File: src/rtl/lpm_pkg.sv
package lpm_pkg;

    // Mode codes; values are visible on mode_code
    typedef enum logic [2:0] {
        MD_RUN   = 3'd0,
        MD_WAIT  = 3'd1,
        MD_PEND  = 3'd2,
        MD_PSTOP = 3'd3,
        MD_FSTOP = 3'd4,
        MD_OSCW  = 3'd5
    } lpm_mode_e;

    typedef struct packed {
        lpm_mode_e mode;
        logic      pll_src;
    } lpm_regs_t;

    typedef struct packed {
        logic cpu;
        logic per;
        logic osc;
        logic aon;
    } lpm_enables_t;

endpackage

File: src/rtl/lpm_wake_detect.sv
module lpm_wake_detect #(
    parameter int N_IRQ = 8
) (
    input  logic             nmi,
    input  logic [N_IRQ-1:0] irq,
    input  logic [N_IRQ-1:0] irq_mask,
    input  logic             wake_timer,
    input  logic             wake_conv,
    output logic             int_wake,
    output logic             self_wake
);

    logic [N_IRQ-1:0] open_hit;

    // one qualifying gate per interrupt line
    for (genvar gi = 0; gi < N_IRQ; gi++) begin : g_line
        assign open_hit[gi] = irq[gi] & ~irq_mask[gi];
    end

    assign int_wake  = nmi | (|open_hit);
    assign self_wake = wake_timer | wake_conv;

endmodule

File: src/rtl/lpm_fsm.sv
module lpm_fsm
    import lpm_pkg::*;
(
    input  logic      clk,
    input  logic      rst,
    input  logic      stop_req,
    input  logic      wait_req,
    input  logic      pstop_sel,
    input  logic      nvm_busy,
    input  logic      int_wake,
    input  logic      self_wake,
    input  logic      fast_wake_en,
    input  logic      osc_ready,
    output lpm_mode_e mode,
    output logic      pll_src
);

    lpm_regs_t r_q;
    lpm_regs_t r_d;

    always_comb begin
        r_d = r_q;
        unique case (r_q.mode)
            MD_RUN: begin
                if (r_q.pll_src && osc_ready) begin
                    r_d.pll_src = 1'b0;
                end
                if (stop_req) begin
                    if (nvm_busy) begin
                        r_d.mode = MD_PEND;
                    end else begin
                        r_d.mode = pstop_sel ? MD_PSTOP : MD_FSTOP;
                    end
                end else if (wait_req) begin
                    r_d.mode = MD_WAIT;
                end
            end
            MD_WAIT: begin
                if (int_wake) begin
                    r_d.mode = MD_RUN;
                end
            end
            MD_PEND: begin
                if (int_wake) begin
                    r_d.mode = MD_RUN;
                end else if (!nvm_busy) begin
                    r_d.mode = pstop_sel ? MD_PSTOP : MD_FSTOP;
                end
            end
            MD_PSTOP: begin
                if (int_wake || self_wake) begin
                    r_d.mode = MD_RUN;
                end
            end
            MD_FSTOP: begin
                if (int_wake || self_wake) begin
                    if (fast_wake_en) begin
                        r_d.mode    = MD_RUN;
                        r_d.pll_src = 1'b1;
                    end else begin
                        r_d.mode = MD_OSCW;
                    end
                end
            end
            MD_OSCW: begin
                if (osc_ready) begin
                    r_d.mode    = MD_RUN;
                    r_d.pll_src = 1'b0;
                end
            end
            default: begin
                r_d.mode    = MD_RUN;
                r_d.pll_src = 1'b0;
            end
        endcase
    end

    always_ff @(posedge clk) begin
        if (rst) begin
            r_q.mode    <= MD_RUN;
            r_q.pll_src <= 1'b0;
        end else begin
            r_q <= r_d;
        end
    end

    assign mode    = r_q.mode;
    assign pll_src = r_q.pll_src;

endmodule

File: src/rtl/lpm_clk_out.sv
module lpm_clk_out
    import lpm_pkg::*;
(
    input  lpm_mode_e    mode,
    output lpm_enables_t en
);

    always_comb begin
        unique case (mode)
            MD_RUN, MD_PEND: en = '{cpu: 1'b1, per: 1'b1, osc: 1'b1, aon: 1'b1};
            MD_WAIT:         en = '{cpu: 1'b0, per: 1'b1, osc: 1'b1, aon: 1'b1};
            MD_PSTOP:        en = '{cpu: 1'b0, per: 1'b0, osc: 1'b1, aon: 1'b1};
            MD_FSTOP:        en = '{cpu: 1'b0, per: 1'b0, osc: 1'b0, aon: 1'b0};
            MD_OSCW:         en = '{cpu: 1'b0, per: 1'b0, osc: 1'b1, aon: 1'b0};
            default:         en = '{cpu: 1'b1, per: 1'b1, osc: 1'b1, aon: 1'b1};
        endcase
    end

endmodule

File: src/rtl/lpm_seq_ctrl.sv
module lpm_seq_ctrl
    import lpm_pkg::*;
#(
    parameter int N_IRQ = 8
) (
    input  logic             clk,
    input  logic             rst,
    input  logic             stop_req,
    input  logic             wait_req,
    input  logic             pstop_sel,
    input  logic             nvm_busy,
    input  logic             nmi,
    input  logic [N_IRQ-1:0] irq,
    input  logic [N_IRQ-1:0] irq_mask,
    input  logic             wake_timer,
    input  logic             wake_conv,
    input  logic             fast_wake_en,
    input  logic             osc_ready,
    output logic             cpu_clk_en,
    output logic             per_clk_en,
    output logic             osc_en,
    output logic             aon_clk_en,
    output logic             clk_src_pll,
    output logic [2:0]       mode_code
);

    logic         int_wake;
    logic         self_wake;
    lpm_mode_e    mode;
    lpm_enables_t en;

    lpm_wake_detect #(.N_IRQ(N_IRQ)) u_wake (
        .nmi        (nmi),
        .irq        (irq),
        .irq_mask   (irq_mask),
        .wake_timer (wake_timer),
        .wake_conv  (wake_conv),
        .int_wake   (int_wake),
        .self_wake  (self_wake)
    );

    lpm_fsm u_fsm (
        .clk          (clk),
        .rst          (rst),
        .stop_req     (stop_req),
        .wait_req     (wait_req),
        .pstop_sel    (pstop_sel),
        .nvm_busy     (nvm_busy),
        .int_wake     (int_wake),
        .self_wake    (self_wake),
        .fast_wake_en (fast_wake_en),
        .osc_ready    (osc_ready),
        .mode         (mode),
        .pll_src      (clk_src_pll)
    );

    lpm_clk_out u_out (
        .mode (mode),
        .en   (en)
    );

    assign cpu_clk_en = en.cpu;
    assign per_clk_en = en.per;
    assign osc_en     = en.osc;
    assign aon_clk_en = en.aon;
    assign mode_code  = mode;

endmodule

File: config.mk
export PLATFORM = sky130hd
export DESIGN_NAME = lpm_seq_ctrl
export DESIGN_NICKNAME = d
export VERILOG_FILES = /design/src/rtl/lpm_pkg.sv /design/src/rtl/lpm_wake_detect.sv /design/src/rtl/lpm_fsm.sv /design/src/rtl/lpm_clk_out.sv /design/src/rtl/lpm_seq_ctrl.sv
export SDC_FILE = /design/constraint.sdc
export NUM_CORES = 1
export LEC_CHECK = 0
export CORE_MARGIN = 3
export CORE_UTILIZATION = 29
export CTS_CLUSTER_SIZE = 12
export DETAILED_ROUTE_END_ITERATION = 7
export PLACE_DENSITY = 0.74
export SYNTH_ARGS = -nofsm -noshare
export SYNTH_HDL_FRONTEND = slang
export SYNTH_HIERARCHICAL = 1
export SYNTH_SLANG_ARGS = --single-unit
File: constraint.sdc
create_clock -name clk -period 1.9 [get_ports clk]
set_input_delay 0.285 -clock clk [delete_from_list [all_inputs] [get_ports clk]]
set_output_delay 0.285 -clock clk [all_outputs]
set_load 0.05 [all_outputs]
==> impl_metrics.yaml <==
cts:
  numCtsBuffers: 3
  cts_tree: "done"
  htreeDepth: 1
  cts_max_path_buffers: 2
  cts.clk_slew.worst_paths_ns: 0.04
  worstSkewPairLatency_ns: 0.23
  cts_root_buffer: "clkbuf_4"
  cts_sinks: 4
cells_and_area:
  fin_nets: 132
  postLayoutCellArea_um2: 880.8
  area_delta_synth_final_pct: 94.48
  final_cell_mix: "clkdlybuf4s50_1 (12), buf_4 (10), clkbuf_2 (7)"
  final_cells: 118
  final_util_pct: 63.71
  multi_input_comb_area_um2: 387.9
  final_common_cell: "clkdlybuf4s50_1"
  fill_cells: 145
  n_antenna_cell: 0
  drive_gt1_share_pct: 44.66
  regArea_um2: 80.08
worst_setup_path:
  end_kind: "flop"
  crit_slowest_cell: "or3b_4"
  rr_startpoint: "u_fsm/mode[2]"
  regToRegSetupSlack_ns: 0.25
  required_ns: 2.05
  critPathMaxStageDelay_ns: 0.39
  critPathTopFamily: "simple AND/OR/NAND/NOR gates"
  reg2reg_depth: 4
  worstReg2RegEnd: "u_fsm/mode[1]"
  critPathLaunchType: "input port"
  crit_arrival_ns: 2.02
  crit_chain: "buf_6 > nor2b_4 > a2111oi_4 > nand3_2 > or3b_4 > a211o_1 > and3_4 > a211oi_2"
  cp_max_fo: 4
  cp_num_buf_inv: 1
  crit_type: "in2reg"
drt:
  via_per_inst: 5.364
  ant_nets: 0
  drc: 0
  wl_mm: 1.484
  wire_per_inst_um: 12.58
  num_vias: 633
  drt_iter0_markers: 8
  firstDrtPassIters: 4
timing:
  setup_ws_ns: 0.03331
  fin_crit_sh_pct: 98.25
  slew_violations: 0
  fin_tns_setup_ns: 0
  hold_viol_final: 0
  slew_headroom_pct: 66.06
  clock.fmax_ghz: 0.5357
  setup_viol: 0
  fin_hold_ws_ns: 0.5687
  worst_pin_slew_ns: 0.5083
  min_period_ns: 1.867
  rsz0062_at_grt: "yes"
  skew_ns: 0.0001860
outcome:
  outcome: "completed"
placed_design:
  place_ws_ns: -0.5714
  gp_congestion: 0.7674
  dpl.cell_count: 113
  portBuffers: 34
  place_area_um2: 839.6
  place.detailed.hpwl_mm: 1.128
floorplan:
  fp.dieH_um: 45.52
  rows: 13
  initial_utilization_pct: 32.76
  fp.coreArea_um2: 1383
  floorplan.die_area_um2: 2072
  num_io_pins: 35
  die_w_um: 45.52
pwr:
  clkPwrFrac_pct: 22.7
  power_density_nw_per_um2: 527.1
  switchingPower_uw: 176.9
  ir_drop_v: 0.0001980
  p_leak_nw: 0.3764
  internal-power_uw: 287.4
  seq_power_share_pct: 23.8
  totalPowerFinal_uw: 464.3
  power_frac_comb_pct: 53.5
  p_sw_share_pct: 38.10
global_route:
  grt_overflow: 0
  antenna_found_initial: 0
  grt_max_degree: 16
  grt_first_pass_wirelength_mm: 2.339
  grt_pass1_vias: 628
  track_usage_pct: 15.10
logic_synthesis:
  synth.net_count: 89
  ys_seq_area_share_pct: 17.68
  synth_warnings: 6
  mappedNetlistArea_um2: 452.9
  syn_inst: 62
  ys_ff_latch: 4
  avgSynthCellArea_um2: 7.305
  synth.distinct_cells: 26
hold_path:
  hp-class: "reg2reg"
  whs_endpoint: "u_fsm/pll_src"
  holdPathStages: 2
  worstHoldStart: "u_fsm/pll_src"
run:
  cap_violations: 0
-- timing repair --
action,4_1_cts,5_1_grt
resized for setup,39,17
buffers inserted,2,0
pin swaps,8,7
hold buffers,0,0
setup endpoints to repair,4,4
endpoints found under the hold margin,0,0
-- synth_stat cells --
master	number	area, um2
a2111oi_2	1	15.01
a211o_1	1	8.760
a211oi_1	3	22.52
a21oi_1	3	15.01
a222oi_1	1	10.01
a311oi_1	1	8.760
a31oi_1	4	25.02
and2_1	1	6.260
and2b_2	3	26.28
and3_4	1	11.26
buf_6	2	22.52
dfxtp_1	4	80.08
inv_1	6	22.52
nand2_1	3	11.26
nand2b_4	1	13.76
nand3_1	2	10.01
nand3b_1	2	15.01
nor2_1	4	15.01
nor2b_1	5	31.28
nor3_1	3	15.01
o21a_1	1	7.510
o21ai_0	6	30.03
or2_1	1	6.260
or2_2	1	6.260
or3b_1	1	8.760
or4_2	1	8.760
-- tightest hold or removal path, cell delays in order, from the launching register on --
cell      delay (ns)
dfxtp_1         0.31
a31oi_1         0.14
a211oi_1        0.06
-- layout make-up --
class                           count  share of cell area [%]
Timing Repair Buffer               40                   39.63
Inverter                            6                   2.557
Sequential cell                     4                   9.091
Clock buffer                        3                   2.557
Multi-Input combinational cell     50                   44.03
Tap cell                           15                   2.131
-- layer usage --
metal	vias up	share of wire (%)	wire, um	track usage [%]
met4	0	0	0	3.509
met1	285	39	572	14.75
li1	310	-	-	-
met5	-	0	0	0
met3	0	13	192	4.348
met2	38	49	720	30.08
-- power by group through the flow --
stage | clock network [mW] | logic [mW] | registers (mW)
floorplan | 0 | 0.103 | 0.132
global placement | 0 | 0.238 | 0.111
detailed placement | 0 | 0.241 | 0.111
CTS | 0.110 | 0.243 | 0.110
global route | 0.120 | 0.264 | 0.113
finish | 0.105 | 0.248 | 0.111
-- how the worst max path moves through the flow --
stage,start,endpoint,slack (ns),cells past startpoint
after floorplan,irq[3],u_fsm/mode[1],-0.06,7
after global placement,irq[3],u_fsm/mode[2],-0.56,8
after detailed placement,irq_mask[2],u_fsm/mode[1],-0.57,8
after CTS,irq[1],u_fsm/mode[1],-0.05,8
after global routing,irq[1],u_fsm/mode[1],-0.07,8
final,irq[1],u_fsm/mode[1],0.03,8
-- sequential cells by signal (all words and copies together) (netlist names) --
| signal | cells |
|---|---|
| u_fsm/mode | 3 |
| u_fsm/pll_src | 1 |
-- cell families (layout without fill, tap and decap cells) --
kind of cell / after synthesis / in the layout / share of synthesized area [%]
and+or+nand+nor: 29 / 29 / 40.88
AOI/OAI and AO/OA: 21 / 21 / 31.49
buffers and inverters: 8 / 49 / 9.944
DFF: 4 / 4 / 17.68
Power figures use the tool's default switching activity.
